$ cat src/rtl/csc_pkg.sv
package csc_pkg;
  localparam int CH_W      = 8;
  localparam int NCH       = 3;
  localparam int PIX_W     = CH_W * NCH;
  localparam int COEF_W    = 16;
  localparam int FRAC      = 11;
  localparam int OFS_FRAC  = 4;
  localparam int OFS_SHIFT = FRAC - OFS_FRAC;
  localparam int ACC_W     = COEF_W + CH_W + 8;
  localparam int NCOL      = NCH + 1;
  localparam int BANK_N    = (NCH * NCOL) / 2;
  localparam int CH_MAX    = (1 << CH_W) - 1;

  typedef logic [COEF_W-1:0] coef_t;
  typedef coef_t [0:NCOL-1] row_t;
  typedef row_t  [0:NCH-1]  mat_t;

  typedef enum logic [1:0] {
    MODE_SD     = 2'd0,
    MODE_HD     = 2'd1,
    MODE_IDENT  = 2'd2,
    MODE_CUSTOM = 2'd3
  } mode_e;

  typedef struct packed {
    logic [1:0] order;
    mode_e      mode;
    logic       dir;
    logic       en;
  } ctrl_t;

  localparam int CTRL_W = $bits(ctrl_t);
  localparam logic signed [ACC_W-1:0] HALF_LSB = ACC_W'(1 << (FRAC - 1));

  // Hard-wired matrices; the custom mode never reads this result.
  function automatic mat_t preset(input mode_e m);
    mat_t r;
    r = '0;
    case (m)
      MODE_SD: begin
        r[0][0] = 16'(612);  r[0][1] = 16'(1202); r[0][2] = 16'(234);
        r[1][0] = 16'(-346); r[1][1] = 16'(-678); r[1][2] = 16'(1024); r[1][3] = 16'h0800;
        r[2][0] = 16'(1024); r[2][1] = 16'(-858); r[2][2] = 16'(-166); r[2][3] = 16'h0800;
      end
      MODE_HD: begin
        r[0][0] = 16'(435);  r[0][1] = 16'(1465); r[0][2] = 16'(148);
        r[1][0] = 16'(-235); r[1][1] = 16'(-789); r[1][2] = 16'(1024); r[1][3] = 16'h0800;
        r[2][0] = 16'(1024); r[2][1] = 16'(-930); r[2][2] = 16'(-94);  r[2][3] = 16'h0800;
      end
      MODE_IDENT: begin
        for (int i = 0; i < NCH; i++) r[i][i] = 16'h0800;
      end
      default: r = '0;
    endcase
    return r;
  endfunction

  // Round half up, drop the fraction, saturate to one channel.
  function automatic logic [CH_W-1:0] sat_round(input logic signed [ACC_W-1:0] acc);
    logic signed [ACC_W-1:0] t;
    t = (acc + HALF_LSB) >>> FRAC;
    if (t < 0)           return '0;
    else if (t > CH_MAX) return '1;
    else                 return t[CH_W-1:0];
  endfunction
endpackage

$ cat src/rtl/csc_regs.sv
module csc_regs
  import csc_pkg::*;
#(
  parameter int ADDR_W             = 8,
  parameter int unsigned CTRL_ADDR = 'h40,
  parameter int unsigned BANK_ADDR = 'h44
) (
  input  logic              clk,
  input  logic              rst_n,
  input  logic              wr_en,
  input  logic [ADDR_W-1:0] wr_addr,
  input  logic [31:0]       wr_data,
  input  logic              commit,
  output ctrl_t             ctrl_act,
  output mat_t              bank_mat
);
  ctrl_t ctrl_shd;
  logic  ctrl_hit;

  assign ctrl_hit = wr_en && (wr_addr == ADDR_W'(CTRL_ADDR));

  always_ff @(posedge clk) begin
    if (!rst_n) begin
      ctrl_shd <= '0;
      ctrl_act <= '0;
    end else begin
      if (commit)   ctrl_act <= ctrl_shd;
      if (ctrl_hit) ctrl_shd <= ctrl_t'(wr_data[CTRL_W-1:0]);
    end
  end

  // One shadow/active word per entry pair; word i feeds row i/2.
  for (genvar i = 0; i < BANK_N; i++) begin : g_bank
    logic [31:0] shd_w, act_w;
    logic        hit;

    assign hit = wr_en && (wr_addr == ADDR_W'(BANK_ADDR + 4 * i));

    always_ff @(posedge clk) begin
      if (!rst_n) begin
        shd_w <= '0;
        act_w <= '0;
      end else begin
        if (commit) act_w <= shd_w;
        if (hit)    shd_w <= wr_data;
      end
    end

    assign bank_mat[i/2][(i%2)*2]     = act_w[15:0];
    assign bank_mat[i/2][(i%2)*2 + 1] = act_w[31:16];
  end
endmodule

$ cat src/rtl/csc_mac.sv
module csc_mac
  import csc_pkg::*;
(
  input  logic             clk,
  input  logic             rst_n,
  input  logic             in_valid,
  input  logic [PIX_W-1:0] in_pix,
  input  ctrl_t            ctrl,
  input  mat_t             bank,
  output logic             out_valid,
  output logic [PIX_W-1:0] out_pix,
  output logic [1:0]       out_order,
  output logic             out_bypass
);
  mat_t m_sel;
  logic conv_on;

  always_comb m_sel = (ctrl.mode == MODE_CUSTOM) ? bank : preset(ctrl.mode);
  assign conv_on = ctrl.en & ctrl.dir;

  // Stage 1: products and scaled offsets.
  logic signed [ACC_W-1:0] s1_prod [NCH][NCH];
  logic signed [ACC_W-1:0] s1_ofs  [NCH];
  logic                    s1_valid, s1_bypass;
  logic [1:0]              s1_order;
  logic [PIX_W-1:0]        s1_pix;

  always_ff @(posedge clk) begin
    for (int r = 0; r < NCH; r++) begin
      for (int c = 0; c < NCH; c++) begin
        s1_prod[r][c] <= ACC_W'($signed(m_sel[r][c])) *
                         ACC_W'($signed({1'b0, in_pix[PIX_W-1-c*CH_W -: CH_W]}));
      end
      s1_ofs[r] <= ACC_W'($signed(m_sel[r][NCH])) <<< OFS_SHIFT;
    end
    s1_pix    <= in_pix;
    s1_bypass <= !conv_on;
    s1_order  <= ctrl.order;
  end

  always_ff @(posedge clk) begin
    if (!rst_n) s1_valid <= 1'b0;
    else        s1_valid <= in_valid;
  end

  // Stage 2: sum, round, saturate, select.
  logic signed [ACC_W-1:0] sum [NCH];
  logic [PIX_W-1:0]        conv_pix;

  always_comb begin
    for (int r = 0; r < NCH; r++) begin
      sum[r] = s1_ofs[r];
      for (int c = 0; c < NCH; c++) sum[r] = sum[r] + s1_prod[r][c];
      conv_pix[PIX_W-1-r*CH_W -: CH_W] = sat_round(sum[r]);
    end
  end

  always_ff @(posedge clk) begin
    out_pix    <= s1_bypass ? s1_pix : conv_pix;
    out_order  <= s1_order;
    out_bypass <= s1_bypass;
  end

  always_ff @(posedge clk) begin
    if (!rst_n) out_valid <= 1'b0;
    else        out_valid <= s1_valid;
  end
endmodule

$ cat src/rtl/csc_reorder.sv
module csc_reorder
  import csc_pkg::*;
(
  input  logic [1:0]       order,
  input  logic [PIX_W-1:0] pix_in,
  output logic [PIX_W-1:0] pix_out
);
  always_comb begin
    int src;
    for (int k = 0; k < NCH; k++) begin
      case (order)
        2'd0:    src = k;
        2'd1:    src = NCH - 1 - k;
        2'd2:    src = (k + 1) % NCH;
        default: src = (k + NCH - 1) % NCH;
      endcase
      pix_out[PIX_W-1-k*CH_W -: CH_W] = pix_in[PIX_W-1-src*CH_W -: CH_W];
    end
  end
endmodule

$ cat src/rtl/csc_core.sv
module csc_core
  import csc_pkg::*;
#(
  parameter int ADDR_W             = 8,
  parameter int unsigned CTRL_ADDR = 'h40,
  parameter int unsigned BANK_ADDR = 'h44
) (
  input  logic              clk,
  input  logic              rst_n,
  input  logic              sof_i,
  input  logic              reg_wr_i,
  input  logic [ADDR_W-1:0] reg_addr_i,
  input  logic [31:0]       reg_wdata_i,
  input  logic              pix_valid_i,
  input  logic [PIX_W-1:0]  pix_i,
  output logic              pix_valid_o,
  output logic [PIX_W-1:0]  pix_o
);
  ctrl_t            ctrl_act;
  mat_t             bank_mat;
  logic             commit_evt;
  logic [PIX_W-1:0] s2_pix;
  logic [1:0]       s2_order;
  logic             s2_bypass;

  assign commit_evt = sof_i;

  csc_regs #(
    .ADDR_W   (ADDR_W),
    .CTRL_ADDR(CTRL_ADDR),
    .BANK_ADDR(BANK_ADDR)
  ) u_regs (
    .clk     (clk),
    .rst_n   (rst_n),
    .wr_en   (reg_wr_i),
    .wr_addr (reg_addr_i),
    .wr_data (reg_wdata_i),
    .commit  (commit_evt),
    .ctrl_act(ctrl_act),
    .bank_mat(bank_mat)
  );

  csc_mac u_mac (
    .clk       (clk),
    .rst_n     (rst_n),
    .in_valid  (pix_valid_i),
    .in_pix    (pix_i),
    .ctrl      (ctrl_act),
    .bank      (bank_mat),
    .out_valid (pix_valid_o),
    .out_pix   (s2_pix),
    .out_order (s2_order),
    .out_bypass(s2_bypass)
  );

  csc_reorder u_ord (
    .order  (s2_order),
    .pix_in (s2_pix),
    .pix_out(pix_o)
  );
endmodule

$ cat config.mk
export PLATFORM = sky130hd
export DESIGN_NAME = csc_core
export DESIGN_NICKNAME = d
export VERILOG_FILES = /design/src/rtl/csc_pkg.sv /design/src/rtl/csc_regs.sv /design/src/rtl/csc_mac.sv /design/src/rtl/csc_reorder.sv /design/src/rtl/csc_core.sv
export SDC_FILE = /design/constraint.sdc
export NUM_CORES = 2
export LEC_CHECK = 0
export BUFFER_PORTS_ARGS = -buffer_cell sky130_fd_sc_hd__buf_2
export CAP_MARGIN = 10
export CORE_MARGIN = 10
export CORE_UTILIZATION = 30
export DETAILED_ROUTE_END_ITERATION = 6
export PLACE_DENSITY = 0.44
export SETUP_SLACK_MARGIN = 0.02
export SLEW_MARGIN = 15
export SYNTH_ARGS = -nofsm -noshare
export SYNTH_HDL_FRONTEND = slang
export SYNTH_SLANG_ARGS = --single-unit
$ cat constraint.sdc
create_clock -name clk -period 7.61 [get_ports clk]
set_clock_uncertainty 0.2 [all_clocks]
set_input_delay 0.761 -clock clk [delete_from_list [all_inputs] [get_ports clk]]
set_output_delay 0.761 -clock clk [all_outputs]
set_load 0.02 [all_outputs]
==> run summary <==
Sort of element at the start of the critical path: a flop. For this run, design rule violations remaining after detail routing come to 6. The number of pins with negative max-slew slack in the final report was 0; the mean cell area of the mapped netlist was 9.16 um^2.

In this run, the number of DRC markers left after iteration 0 of detailed routing was 2,896. The run gives 0 as the warning count from the yosys run. The startpoint identified for the worst hold timing path is u_mac.s1_order[1]$_DFF_P_.

In this run the critical register-to-register path is captured at u_mac.s1_prod[2][55]$_DFF_P_. The setup TNS was 0 ns. Ranked by total cell area, the synthesized netlist is headed by sky130_fd_sc_hd__fa_1 (29%), sky130_fd_sc_hd__dfxtp_1 (20%), sky130_fd_sc_hd__ha_1 (11%). The run gives 6.38% as the relative max-transition margin. The run gives 10,900 as the cell total after placement. The total count of hold-check failures in the final report was 0. The die is 509 um tall. After layout, the worst path uses 88.3% of the clock period. The run gives 3 as the CTS H-tree depth. The cell taking the most area after synthesis is sky130_fd_sc_hd__fa_1. STA puts the critical path data required time at 8.07 ns.

Leaving out fill and tap cells, the most frequent cells in the layout are sky130_fd_sc_hd__inv_1 (1,489), sky130_fd_sc_hd__fa_1 (1,047), sky130_fd_sc_hd__nand2_1 (827). The tools report the first-pass GRT wire length as 333,000 um. For this block, the routed nets add up to 215,000 um of wire. The most used flip-flop cell after synthesis is sky130_fd_sc_hd__dfxtp_1. Synthesis produced a netlist with a net count of 9,566. Counting every sink on the clock net gives 724. The initial core utilization was 30.2%; the port buffer count was 93. Summed over all cells, the static leakage comes to 39.1 nW. The class of the tightest hold or removal check was reg2reg. At the end of routability-driven placement, the weighted congestion stood at 0.842. The mapped netlist covers 71,800 um^2. The number of cell rows was 179. The share of synthesized area occupied by flip-flops and latches was 20.2%.

The register bit count reported by yosys was 724. The run gives 71 as the count of cell types in the netlist. Setup repair after global routing left no endpoint under its margin. No sink is reached through more buffers than the 3 on the longest clock path. After floorplanning, the core was sized to cover 238,000 um^2.

Setup violations remaining at the end of the flow were counted as 0. The root buffer cell chosen for the clock tree is sky130_fd_sc_hd__clkbuf_16. For the highest ir drop seen on vdd, the log shows 0.299 mV. Measured in cells, the most critical reg-to-reg path has a length of 20.

94 I/O pins were placed. The first TritonRoute pass finished after 7 iterations. STA classifies the critical path endpoint as a flop. Slack of the worst reg-to-reg path: 0.89 ns.

Clock-pin slew was measured on the worst setup and hold paths at 0.06 ns. The tools report the beginning of the critical path as u_regs.ctrl_act[2]$_SDFFE_PN0P_. The checks that failed: design-rule violations. For the count of mapped cells out of synthesis, the log shows 7,831. Clock latency on the worst-skew pair, taken at its later pin, is 0.75 ns. Area growth from synthesis to final layout: 10.4%. The most common cell after layout, fill and taps aside was sky130_fd_sc_hd__inv_1. The number of global-route vias before repair was 54,500; the number of nets in the final layout was 9,542. The number of clock buffers inserted by TritonCTS is 89.

Dividing total power by cell area gives a power density of 270 nW/um^2. The number of violations of the max-capacitance limit is 0, and the number of nets with antenna violations after detailed routing is 0. The die boundary width came out at 509 um. The startpoint identified for the worst register-to-register timing path is u_regs.ctrl_act[2]$_SDFFE_PN0P_. The routed via count divided by cell count is 4.62, and the top achievable clock speed is 149 MHz. In this run, synthesis inferred 0 flip-flops with an integrated enable. Global routing consumed, over all layers together, 16.6% of the routing resources. The number of gates resized after CTS was 0. The die outline area is 259,000 um^2, and the half-perimeter wire length of the detailed placement result is 167,000 um. The initial antenna violation count was 21; the worst hold path cell count was 0. The routed layout has 51,000 vias. The top-area cell type share of the netlist area is 29.2%. The clock period minus worst slack is 6.72 ns, and the async set or reset register ratio after synthesis is 0%. The run finished, with violations left. Cells with a size suffix above 1 make up 4.98% of the layout. At the pin with the least slew margin, the transition time is 1.40 ns.

Critical path class: reg2reg. Entering global routing, the biggest net connects 210 pins. The tools report the data arrival time of the critical path as 7.17 ns. The run gives 0 as the sum of overflow across all layers after global routing.

The finished layout holds 11,100 standard cells, fillers aside. In the final routed layout, each cell accounts on average for 19.4 um. Of all nets on the critical path, the largest fanout is 36. TritonCTS built the clock tree. For hold timing, the worst endpoint is u_mac.out_order[1]$_DFF_P_.
-- power breakdown --
group	switching, W	internal (W)	total [W]
sequential	0.000209	0.00424	0.00445
combinational	0.00722	0.00520	0.0124
clock	0.00187	0.00266	0.00453
total	0.00930	0.0121	0.0214
-- state kept, by name, summed over array words and instances, names as in the netlist, 2 cells and up --
register,count
u_mac.s1_prod,225
u_regs.g_bank.act_w,192
u_regs.g_bank.shd_w,192
u_mac.s1_ofs,48
u_mac.out_pix,24
u_mac.s1_pix,24
u_regs.ctrl_act,6
u_regs.ctrl_shd,6
u_mac.out_order,2
u_mac.s1_order,2
-- synthesized netlist by cell type, types with 7 or more instances --
| cell | instances |
|---|---|
| sky130_fd_sc_hd__a211oi_1 | 20 |
| sky130_fd_sc_hd__nand2b_1 | 38 |
| sky130_fd_sc_hd__a22oi_1 | 8 |
| sky130_fd_sc_hd__nor2b_1 | 286 |
| sky130_fd_sc_hd__a21oi_1 | 198 |
| sky130_fd_sc_hd__a21boi_0 | 213 |
| sky130_fd_sc_hd__xnor2_1 | 166 |
| sky130_fd_sc_hd__or2_2 | 18 |
| sky130_fd_sc_hd__and2_1 | 364 |
| sky130_fd_sc_hd__a311oi_1 | 7 |
| sky130_fd_sc_hd__nand2_1 | 827 |
| sky130_fd_sc_hd__fa_1 | 1047 |
| sky130_fd_sc_hd__buf_1 | 22 |
| sky130_fd_sc_hd__inv_1 | 1489 |
| sky130_fd_sc_hd__nor2_1 | 140 |
| sky130_fd_sc_hd__xor2_1 | 56 |
| sky130_fd_sc_hd__o21ai_0 | 91 |
| sky130_fd_sc_hd__a41oi_1 | 8 |
| sky130_fd_sc_hd__nand4_1 | 7 |
| sky130_fd_sc_hd__a31oi_1 | 37 |
| sky130_fd_sc_hd__mux2i_1 | 227 |
| sky130_fd_sc_hd__a21o_1 | 72 |
| sky130_fd_sc_hd__dfxtp_1 | 724 |
| sky130_fd_sc_hd__nor3_1 | 46 |
| sky130_fd_sc_hd__or3_1 | 10 |
| sky130_fd_sc_hd__nand3b_1 | 18 |
| sky130_fd_sc_hd__nand3_1 | 239 |
| sky130_fd_sc_hd__ha_1 | 619 |
| sky130_fd_sc_hd__and3_1 | 384 |
| sky130_fd_sc_hd__o21a_1 | 27 |
| sky130_fd_sc_hd__o211ai_1 | 18 |
| sky130_fd_sc_hd__clkbuf_1 | 299 |
| sky130_fd_sc_hd__a21boi_1 | 16 |
-- worst max-delay path by stage --
stage	to	slack [ns]	cells past startpoint
2_1_floorplan	u_mac.s1_prod[0][31]$_DFF_P_	1.54	23
3_3_place_gp	u_mac.s1_prod[2][55]$_DFF_P_	0.92	20
3_5_place_dp	u_mac.s1_prod[2][55]$_DFF_P_	0.89	22
4_1_cts	u_mac.s1_prod[2][55]$_DFF_P_	0.86	22
5_1_grt	u_mac.s1_prod[2][31]$_DFF_P_	0.44	22
6_report	u_mac.s1_prod[2][55]$_DFF_P_	0.89	20
-- final cells by class --
cell class | instances | area [um^2]
antenna | 9 | 22.5
timing repair buffer | 206 | 1450
sequential | 724 | 14500
clock buffer | 122 | 2520
fill | 24900 | 159000
clock inverter | 36 | 609
inverter | 1489 | 5590
multi-input combinational | 5297 | 50500
tap | 3167 | 3960
-- cells by family (layout without fill, tap and decap cells) --
family,count (synthesis),in the layout,share of synthesized area [%]
XOR/XNOR,222,222,2.71
other,0,9,0
buffers and inverters,1810,1853,9.47
AO/OA/AOI/OAI,777,777,7.24
flip-flops,724,724,20.2
AND/OR/NAND/NOR,2402,2402,17.2
adder cells (fa/ha/maj),1666,1666,40.0
multiplexers,230,230,3.21
-- worst max-delay path: stages (launching register included) --
cell and delay (ns):
sky130_fd_sc_hd__dfxtp_4 0.65, sky130_fd_sc_hd__and2_4 0.56, sky130_fd_sc_hd__buf_4 0.26, sky130_fd_sc_hd__buf_4 0.34, sky130_fd_sc_hd__nand3_1 0.17, sky130_fd_sc_hd__fa_1 0.58, sky130_fd_sc_hd__inv_1 0.05, sky130_fd_sc_hd__fa_1 0.51
sky130_fd_sc_hd__inv_1 0.06, sky130_fd_sc_hd__fa_1 0.53, sky130_fd_sc_hd__inv_1 0.05, sky130_fd_sc_hd__fa_1 0.44, sky130_fd_sc_hd__ha_1 0.34, sky130_fd_sc_hd__a21oi_1 0.13, sky130_fd_sc_hd__o21ai_0 0.14, sky130_fd_sc_hd__a211oi_1 0.44
sky130_fd_sc_hd__a211oi_1 0.20, sky130_fd_sc_hd__a221o_1 0.41, sky130_fd_sc_hd__a211o_1 0.27, sky130_fd_sc_hd__a21oi_1 0.17, sky130_fd_sc_hd__xnor2_1 0.13
-- what timing repair did --
action,4_1_cts,5_1_grt
hold buffers,1,0
setup buffers,0,0
hold endpoints to repair,1,0
-- per-stage QoR --
| stage | total power [W] | worst slack [ns] | utilization (%) | hold WS [ns] | area (um^2) |
|---|---|---|---|---|---|
| final | 0.0214 | 0.891 | 33.3 | 0.126 | 79200 |
| after global routing | 0.0236 | 0.438 | 33.3 | 0.130 | 79200 |
| after CTS | 0.0218 | 0.862 | 33.3 | 0.129 | 79100 |
| after detailed placement | 0.0170 | 0.886 | 32.0 | 0.115 | 76000 |
| after global placement | 0.0170 | 0.922 | 32.0 | 0.116 | 76000 |
| after floorplan | 0.0137 | 1.54 | - | 0.110 | 71800 |
-- metal layers --
| layer | global-route usage (%) | up-vias | wire length, um |
|---|---|---|---|
| met1 | 22.3 | 25500 | 99400 |
| met3 | 2.14 | 236 | 8150 |
| li1 | - | 24400 | - |
| met2 | 28.3 | 893 | 102000 |
| met4 | 4.35 | 2 | 5500 |
| met5 | 0 | - | 18 |
Note: power is estimated with default switching activity, not from simulation.
